## config.mk

```make
export PLATFORM = sky130hd
export DESIGN_NAME = flash_guard
export DESIGN_NICKNAME = d
export VERILOG_FILES = /design/src/rtl/flash_guard.sv
export SDC_FILE = /design/constraint.sdc
export NUM_CORES = 1
export LEC_CHECK = 0
export CAP_MARGIN = 20
export CORE_ASPECT_RATIO = 0.5
export CORE_MARGIN = 4
export CORE_UTILIZATION = 43
export CTS_BUF_LIST = sky130_fd_sc_hd__clkbuf_4 sky130_fd_sc_hd__clkbuf_8
export DETAILED_ROUTE_END_ITERATION = 12
export PLACE_DENSITY_LB_ADDON = 0.2
export SYNTH_ARGS = -nofsm -noshare
export SYNTH_HDL_FRONTEND = slang
export SYNTH_SLANG_ARGS = --single-unit
```

## constraint.sdc

```tcl
create_clock -name clk -period 3.6 [get_ports clk]
set_input_delay 1.08 -clock clk [delete_from_list [all_inputs] [get_ports clk]]
set_output_delay 1.08 -clock clk [all_outputs]
set_load 0.02 [all_outputs]
```

## src/rtl/flash_guard.sv

```systemverilog
module flash_guard #(
  parameter int NUM_BLOCKS = 12,
  parameter int REG_W      = 8
) (
  input  logic                  clk,
  input  logic                  rst_n,
  input  logic                  wr_en,
  input  logic [1:0]            wr_addr,
  input  logic [REG_W-1:0]      wr_data,
  input  logic [1:0]            rd_addr,
  output logic [REG_W-1:0]      rd_data,
  input  logic                  fault_in,
  output logic [NUM_BLOCKS-1:0] prog_en,
  output logic [NUM_BLOCKS-1:0] erase_en,
  output logic [NUM_BLOCKS-1:0] pv_en,
  output logic [NUM_BLOCKS-1:0] ev_en,
  output logic                  abort_o
);
  localparam int BLK_W = 2 * REG_W;

  logic [REG_W-1:0] ctrl_q;
  logic [BLK_W-1:0] blk_q;
  logic             emu_q;
  logic             err_q;
  logic             abort_q;

  logic       wen, req_p, req_e, req_pv, req_ev;
  logic [3:0] ops;
  logic       multi, pe_ok, pe_active;

  assign wen    = ctrl_q[0];
  assign req_p  = ctrl_q[1];
  assign req_e  = ctrl_q[2];
  assign req_pv = ctrl_q[3];
  assign req_ev = ctrl_q[4];
  assign ops    = {req_ev, req_pv, req_e, req_p};
  assign multi  = |(ops & (ops - 4'd1));
  assign pe_ok  = wen & ~multi & ~emu_q & ~err_q;

  assign prog_en  = {NUM_BLOCKS{pe_ok & req_p}};
  assign erase_en = {NUM_BLOCKS{pe_ok & req_e}} & blk_q[NUM_BLOCKS-1:0];
  assign pv_en    = {NUM_BLOCKS{wen & ~multi & req_pv}};
  assign ev_en    = {NUM_BLOCKS{wen & ~multi & req_ev}};
  assign pe_active = (|prog_en) | (|erase_en);
  assign abort_o  = abort_q;

  always_ff @(posedge clk or negedge rst_n) begin
    if (!rst_n) begin
      ctrl_q  <= '0;
      blk_q   <= '0;
      emu_q   <= 1'b0;
      err_q   <= 1'b0;
      abort_q <= 1'b0;
    end else begin
      if (wr_en) begin
        case (wr_addr)
          2'd0: ctrl_q <= wr_data;
          2'd1: blk_q[REG_W-1:0] <= wr_data;
          2'd2: blk_q[BLK_W-1:REG_W] <= wr_data;
          default: emu_q <= wr_data[0];
        endcase
      end
      abort_q <= fault_in & pe_active;
      if (fault_in & pe_active) err_q <= 1'b1;
    end
  end

  always_comb begin
    case (rd_addr)
      2'd0:    rd_data = ctrl_q;
      2'd1:    rd_data = blk_q[REG_W-1:0];
      2'd2:    rd_data = blk_q[BLK_W-1:REG_W];
      default: begin
        rd_data        = '0;
        rd_data[0]     = emu_q;
        rd_data[REG_W-1] = err_q;
      end
    endcase
  end
endmodule


```

## Word-level counts from Yosys, hierarchy flattened

Index checks and enable logic that the tools add are counted.
Widths: inputs -> output; s select.

| storage, ports and cells | value |
|---|---|
| flip-flop bits (word level) | 27 |
| input port bits | 16 |
| output and inout port bits | 57 |
| logic and storage cells | 36 |

| operators by class | value |
|---|---|
| add/sub/neg operators | 1 |
| eq/ne operators | 4 |
| mux-type cells | 1 |
| bitwise gates (word level) | 15 |
| reductions and logical operators | 9 |

Operators with widths:

| operator | number |
|---|---|
| $pmux 8 s3 | 1 |
| $and 12x12->12 | 1 |
| $reduce_or 12->1 | 1 |
| $and 1x1->1 | 8 |
| $reduce_and 2->1 | 4 |
| $and 4x4->4 | 1 |
| $eq 2x1->1 const B | 2 |
| $eq 2x2->1 const B | 2 |
| $logic_not 2->1 | 2 |
| $not 1->1 | 4 |
| $reduce_or 4->1 | 1 |
| $sub 4x1->4 const B | 1 |
| $reduce_or 3->1 | 1 |
| $or 1x1->1 | 1 |

## Longest topological paths before layout

Gate-level depths: netlist of run 1.

| depth | value |
|---|---|
| depth in word-level cells | 12 |
| depth in mapped cells | 4 |
| depth with buffers taken out | 3 |

## Worst setup path after synthesis of run 1

Ideal clock, no wire load.

| path | value |
|---|---|
| kind | reg2out |
| start point | reg ctrl_q[1] |
| end point | out pv_en[10] |
| data arrival time | 2.338 ns |
| slack | 0.182 ns |
| stages on the path, launching flop included | 4 |
| path buffers | 1 |
| cell sequence | dfrtp_1 > or3b_2 > nor3b_1 > buf_4 |

| between the ends | value |
|---|---|
| cells in the longest elaborated chain, start to end | 6 |

RTL lines:

| item | RTL line | text |
|---|---|---|
| start: declaration | 21 | `logic [REG_W-1:0] ctrl_q;` |
| start signal: assignment | 57 | `2'd0: ctrl_q <= wr_data;` |
| $sub 4x1->4 | 37 | `assign multi = \|(ops & (ops - 4'd1));` |
| $and 4x4->4 * | 37 |  |
| $reduce_or 4->1 * | 37 |  |
| $not 1->1 * | 42 | `assign pv_en = {NUM_BLOCKS{wen & ~multi & req_pv}};` |
| $and 1x1->1 * (2 in series) | 42 |  |
| end: declaration | 15 | `output logic [NUM_BLOCKS-1:0] pv_en,` |

Every way passes the cells marked *; elsewhere a longest branch is shown, timed or not.

## Worst setup path in the final report of run 1

| path | value |
|---|---|
| start point | in rd_addr[1] |
| end point | out rd_data[0] |

| between the ends | value |
|---|---|
| cells in the longest elaborated chain, start to end | 2 |
| elaborated cells between the ends (all ways) | 4 |
| classes of those cells | eq/ne (2); mux (1); reduce/logical (1) |

RTL lines:

| item | RTL line | text |
|---|---|---|
| start: declaration | 10 | `input logic [1:0] rd_addr,` |
| $eq 2x2->1, or another cell as far along | 69 | `case (rd_addr)` |
| $pmux 8 s3 * | 69 |  |
| end: declaration | 11 | `output logic [REG_W-1:0] rd_data,` |

Marks and branches as above.

==> results.json, run 1 <==
{
  "outcome": "finished, final reports clean",
  "setup-violations-final": 0,
  "synth_top_cell_area_share": 0.4110,
  "path_clk_slew_ns": 0.09,
  "dr.pass1.iters": 4,
  "cts_tree": "done",
  "period_minus_slack_ns": 3.572,
  "rr_endpoint": "err_q",
  "clock_sinks": 27,
  "cp-start-kind": "primary input",
  "leakage_nw": 0.9393,
  "synthCells": 140,
  "drv_cap": 0,
  "clk_latency_ns": 0.27,
  "path_cells": "clkdlybuf4s50_1 -> buf_4 -> mux4_2 -> dlygate4sd2_1",
  "powerDensity_nw_per_um2": 390.6,
  "hold_path_depth": 1,
  "ys_warn_count": 0,
  "cp_slowest_cell": "clkdlybuf4s50_1",
  "min_to": "blk_q[13]",
  "cp-end-kind": "output pin",
  "gp_congestion": 0.8090,
  "grt_setup_unrepaired": "no",
  "row_count": 15,
  "min_from": "blk_q[13]",
  "avgViaCountPerCell": 5.004,
  "ios": 73,
  "initial_core_util": 0.4635,
  "hold_class": "reg2reg",
  "vdd_drop_max_v": 0.0002189,
  "finalHoldViolations": 0,
  "die_w_um": 95.45,
  "grt_use_total": 0.1564,
  "slew_headroom": 0.6605,
  "num_vias": 1196,
  "worst-r2r-cell-count": 3,
  "wire_per_inst_um": 16.10,
  "fin_worst_skew_ns": 0.005251,
  "portBuffers": 72,
  "syn_to_final_growth_pct": 37.82,
  "synth_cell_types": 27,
  "mappedNetlistNets": 156,
  "cp_max_fo": 4,
  "drive_gt1_frac": 0.3032,
  "initialDrtViolationCount": 49,
  "root_buffer": "clkbuf_8",
  "die_h_um": 51.73,
  "ys_ff_latch": 27,
  "ant_nets": 0,
  "diodes": 0,
  "synth_largest_area_cell": "dfrtp_1",
  "critical_path.max_stage_delay_ns": 0.62,
  "grt_max_degree": 28,
  "syn_area_um2": 1644,
  "syn_area_per_cell_um2": 11.74,
  "dp_cells": 235,
  "dp_hpwl_um": 3077,
  "total_power_uw": 885.0,
  "final_cell_area_um2": 2266,
  "grt.overflow.total": 0,
  "crit_arrival_ns": 2.49,
  "grt_pass1_vias": 1136,
  "cts_max_path_buffers": 2,
  "yosysSeqAreaShare": 0.4110,
  "die_area_um2": 4937,
  "drc": 0,
  "r2r_start": "blk_q[6]",
  "max_freq_ghz": 0.2799,
  "numCtsBuffers": 3,
  "utilization": 0.6388,
  "path_class": "in2out",
  "worst_pin_slew_ns": 0.5086,
  "wirelength_um": 3849,
  "placed_cell_area_um2": 2232,
  "slew_viol_final": 0,
  "final_cells": 239,
  "fin_crit_sh": 0.9923,
  "htreeDepth": 1,
  "grt_first_pass_wirelength_um": 5823,
  "antenna_found_initial": 0,
  "core_area_um2": 3547,
  "crit_required_ns": 2.52,
  "synth.area.top_cells": "dfrtp_1 41%, mux2_2 17%, buf_4 15%",
  "fin_nets": 205,
  "rrSetupSlack_ns": 2.29
}
-- per-layer routing --
layer | vias to the layer above | global-route usage | wire length, µm
met5 | - | 0 | 0
met4 | 0 | 0.03538 | 15
met3 | 2 | 0.03468 | 292
met2 | 50 | 0.2677 | 1807
met1 | 590 | 0.2044 | 1734
li1 | 554 | - | -
-- metrics by stage --
stage	hold slack, ns	setup slack, ns	setup TNS (ns)
after floorplan	0.4738	0.1823	0
after global placement	0.4836	-0.2646	-1.918
after detailed placement	0.4938	-0.2960	-2.168
after CTS	0.5145	0.04358	0
after global routing	0.5419	0.006210	0
final	0.5126	0.02767	0
-- power breakdown --
part | total, mW | leakage (nW) | internal, mW | switching [mW]
combinational | 0.281 | 0.592 | 0.153 | 0.128
clock | 0.176 | 0.0262 | 0.0868 | 0.0890
sequential | 0.428 | 0.322 | 0.362 | 0.0654
total | 0.885 | 0.939 | 0.602 | 0.283
-- worst max-delay path: cells and delay by family --
family / cells / cell delay (ns)
buffers and inverters: 3 / 1.13
muxes: 1 / 0.28
-- sequential cells by signal, summed over array words and instances, names as in the netlist --
register  count
emu_q         1
abort_o       1
ctrl_q        8
err_q         1
blk_q        16
-- synth_stat cells --
cell type and count:
buf_4 33, dfrtp_1 27, mux2_2 25, and2_2 11, mux2i_1 6, nand2_1 6, o21ai_0 6, and2_1 2
buf_2 2, mux4_2 2, nand3b_2 2, nor3b_1 2, nor4_1 2, a41o_1 1, and4_1 1, and4b_1 1
and4b_2 1, buf_6 1, nand3_1 1, nand4_1 1, nor2_1 1, nor2b_1 1, nor3_1 1, nor3b_4 1
nor4_2 1, or3b_2 1, xor2_1 1
-- layout make-up --
class                   instances  area, µm²
flip-flops and latches         27      675.6
fillers                       287       1281
clock buffers                   4      48.80
repair buffers                 80      778.2
well taps                      51      63.81
multi-input cells              77      699.4
-- cells by family after synthesis --
group / share of synthesized area
buffers and inverters: 0.1636
AND/OR/NAND/NOR: 0.1606
XOR/XNOR: 0.005328
AO/OA/AOI/OAI: 0.02435
flip-flops: 0.4110
multiplexers: 0.2352
-- timing repair --
item / in CTS / in global routing
hold buffers: 0 / 0
resized for setup: 9 / 3
setup buffers: 0 / 0
setup endpoints to repair: 8 / 1
-- worst max path at each step --
| stage | from | end | slack [ns] |
|---|---|---|---|
| finish | rd_addr[1] | rd_data[0] | 0.03 |
| global route | rd_addr[1] | rd_data[0] | 0.006 |
| CTS | rd_addr[1] | rd_data[7] | 0.04 |
| detailed placement | rd_addr[0] | rd_data[7] | -0.30 |
| global placement | rd_addr[0] | rd_data[6] | -0.26 |
| floorplan | ctrl_q[1] | pv_en[10] | 0.18 |
-- layout by cell type (no fill, tap or decap) --
cell type	netlist	routed
nand3b_2	2	2
and4b_2	1	1
clkbuf_4	0	1
a41o_1	1	1
buf_4	33	7
and4_1	1	1
dlygate4sd2_1	0	8
or3b_2	1	1
o21ai_0	6	6
dfrtp_1	27	27
and4b_1	1	1
nor2_1	1	1
nor2b_1	1	1
clkbuf_2	0	1
nor3b_4	1	1
xor2_1	1	1
mux4_2	2	2
mux2i_1	6	6
clkbuf_8	0	3
nand3_1	1	1
nor4_1	2	2
nand2_1	6	6
buf_12	0	1
nor3b_1	2	2
nor4_2	1	1
and2_1	2	2
and2_2	11	11
nand4_1	1	1
nor3_1	1	1
clkdlybuf4s50_1	0	63
mux2_2	25	25
No activity file was read; power rests on OpenSTA's default activity.
==> run 2: changes to the inputs <==
--- a/config.mk
+++ b/config.mk
@@ -12,6 +12,7 @@
 export CTS_BUF_LIST = sky130_fd_sc_hd__clkbuf_4 sky130_fd_sc_hd__clkbuf_8
 export DETAILED_ROUTE_END_ITERATION = 12
 export PLACE_DENSITY_LB_ADDON = 0.2
+export REMOVE_ABC_BUFFERS = 1
 export SYNTH_ARGS = -nofsm -noshare
 export SYNTH_HDL_FRONTEND = slang
 export SYNTH_SLANG_ARGS = --single-unit
==> results.json, run 2 (same netlist as run 1, synthesis figures left out) <==
{
  "leakage_nw": 0.9479,
  "cp-start-kind": "primary input",
  "seqPwrFrac": 0.481,
  "row_count": 15,
  "largest-register": "blk_q",
  "initial_core_util": 0.4635,
  "largest_register_ffs": 16,
  "grtUsageMet2": 0.2804,
  "cp-end-kind": "output pin",
  "drv_cap": 0,
  "reg_top3": "blk_q: 16 flops, ctrl_q: 8 flops",
  "max_freq_ghz": 0.2843,
  "ant_nets": 0,
  "gp_congestion": 0.8031,
  "htreeDepth": 1,
  "power.switching_uw": 287.4,
  "clkPwrFrac": 0.196,
  "die_area_um2": 4937,
  "cts_hold_buf": 0,
  "avgViaCountPerCell": 4.988,
  "fin_nets": 206,
  "use_met1": 0.2131,
  "cts_tree": "done",
  "crit_arrival_ns": 2.44,
  "dr.pass1.iters": 4,
  "path_class": "in2out",
  "grt_first_pass_wirelength_um": 6023,
  "area.sequential_um2": 675.6,
  "intPower_uw": 594.6,
  "root_buffer": "clkbuf_8",
  "multi_input_area_um2": 699.4,
  "drive_gt1_frac": 0.3122,
  "antenna_found_initial": 0,
  "layout_common_cells": "63 x clkdlybuf4s50_1, 27 x dfrtp_1, 25 x mux2_2, 11 x and2_2, 8 x buf_4",
  "num_vias": 1197,
  "dp_hpwl_um": 3108,
  "cp_slowest_cell": "clkdlybuf4s50_1",
  "swShare": 0.3258,
  "worst_pin_slew_ns": 0.5375,
  "slew_viol_final": 0,
  "clk_latency_ns": 0.28,
  "grt_use_total": 0.1651,
  "ios": 73,
  "critical_path.max_stage_delay_ns": 0.55,
  "die_w_um": 95.45,
  "grt_use_met3": 0.03179,
  "die_h_um": 51.73,
  "finalHoldViolations": 0,
  "slew_headroom": 0.6413,
  "wirelength_um": 3927,
  "grt.overflow.total": 0,
  "hold_class": "reg2reg",
  "vdd_drop_max_v": 0.0002621,
  "power_frac_comb": 0.323,
  "syn_to_final_growth_pct": 37.98,
  "powerDensity_nw_per_um2": 388.8,
  "diodes": 0,
  "final_cells": 240,
  "core_area_um2": 3547,
  "grt_max_degree": 28,
  "portBuffers": 72,
  "grt_pass1_vias": 1140,
  "numCtsBuffers": 3,
  "wire_per_inst_um": 16.36,
  "outcome": "finished, final reports clean",
  "path_cells": "clkdlybuf4s50_1 -> buf_4 -> mux2i_1 -> o21ai_0 -> dlygate4sd2_1",
  "cp_max_fo": 5,
  "hold_slack_ns": 0.5109,
  "worst-r2r-cell-count": 3,
  "clock_sinks": 27,
  "fin_worst_skew_ns": 0.01086,
  "drc": 0,
  "fin_crit_sh": 0.9770,
  "initialDrtViolationCount": 34,
  "layout.cells.most_common": "clkdlybuf4s50_1",
  "dp_cells": 236,
  "setup-violations-final": 0,
  "crit_required_ns": 2.52,
  "grt-busiest-layer": "met2",
  "hold_path_depth": 1,
  "period_minus_slack_ns": 3.517,
  "nFillCells": 287,
  "cts_max_path_buffers": 2,
  "path_clk_slew_ns": 0.08
}
[run 2: power by group through the flow]
stage / combinational [mW] / sequential (mW) / clock [mW]
after floorplan: 0.163 / 0.407 / 0
after global placement: 0.293 / 0.426 / 0
after detailed placement: 0.299 / 0.430 / 0
after CTS: 0.290 / 0.424 / 0.179
after global routing: 0.304 / 0.433 / 0.189
final: 0.285 / 0.424 / 0.173
[run 2: area by class of cell]
class	count	share of cell area
Timing Repair Buffer	81	0.3453
Multi-Input combinational cell	77	0.3083
Sequential cell	27	0.2978
Tap cell	51	0.02813
Clock buffer	3	0.01820
Clock inverter	1	0.002206
[run 2: final timing paths]
path,end,startpoint,slack [ns]
max,rd_data[2],rd_addr[1],0.08
min,blk_q[14],blk_q[14],0.51
max reg2reg,err_q,blk_q[5],2.18
min reg2reg,blk_q[14],blk_q[14],0.51
max in group asynchronous,ctrl_q[3],rst_n,2.17
min in group asynchronous,blk_q[2],rst_n,1.16
[run 2: stage by stage]
step	total power [mW]	utilization	worst slack, ns	setup TNS, ns	cell area (µm²)
floorplan	0.5704	-	-3.553	-85.07	1375
global route	0.9269	0.6395	-0.001851	-0.001851	2268
detailed placement	0.7291	0.6279	-0.2861	-1.456	2227
global placement	0.7192	0.6279	-0.2590	-1.465	2227
finish	0.8820	0.6395	0.08275	0	2268
CTS	0.8926	0.6395	0.0007108	0	2268
[run 2: metal layers]
layer  share of wire  wire, µm  up-vias
li1                -         -      563
met1            0.45      1757      599
met2            0.49      1918       31
met3           0.051       200        4
met4           0.013        51        0
met5               0         0        -
[run 2: what timing repair did]
action | 4_1_cts | 5_1_grt
setup endpoints to repair | 8 | 3
buffers inserted | 0 | 0
endpoints found under the hold margin | 0 | 0
gates resized for setup | 12 | 3
[run 2: worst max-delay path: cells and delay by family]
kind / cells / cell delay [ns]
mux: 1 / 0.19
buf+inv: 3 / 1.07
compound gates: 1 / 0.09
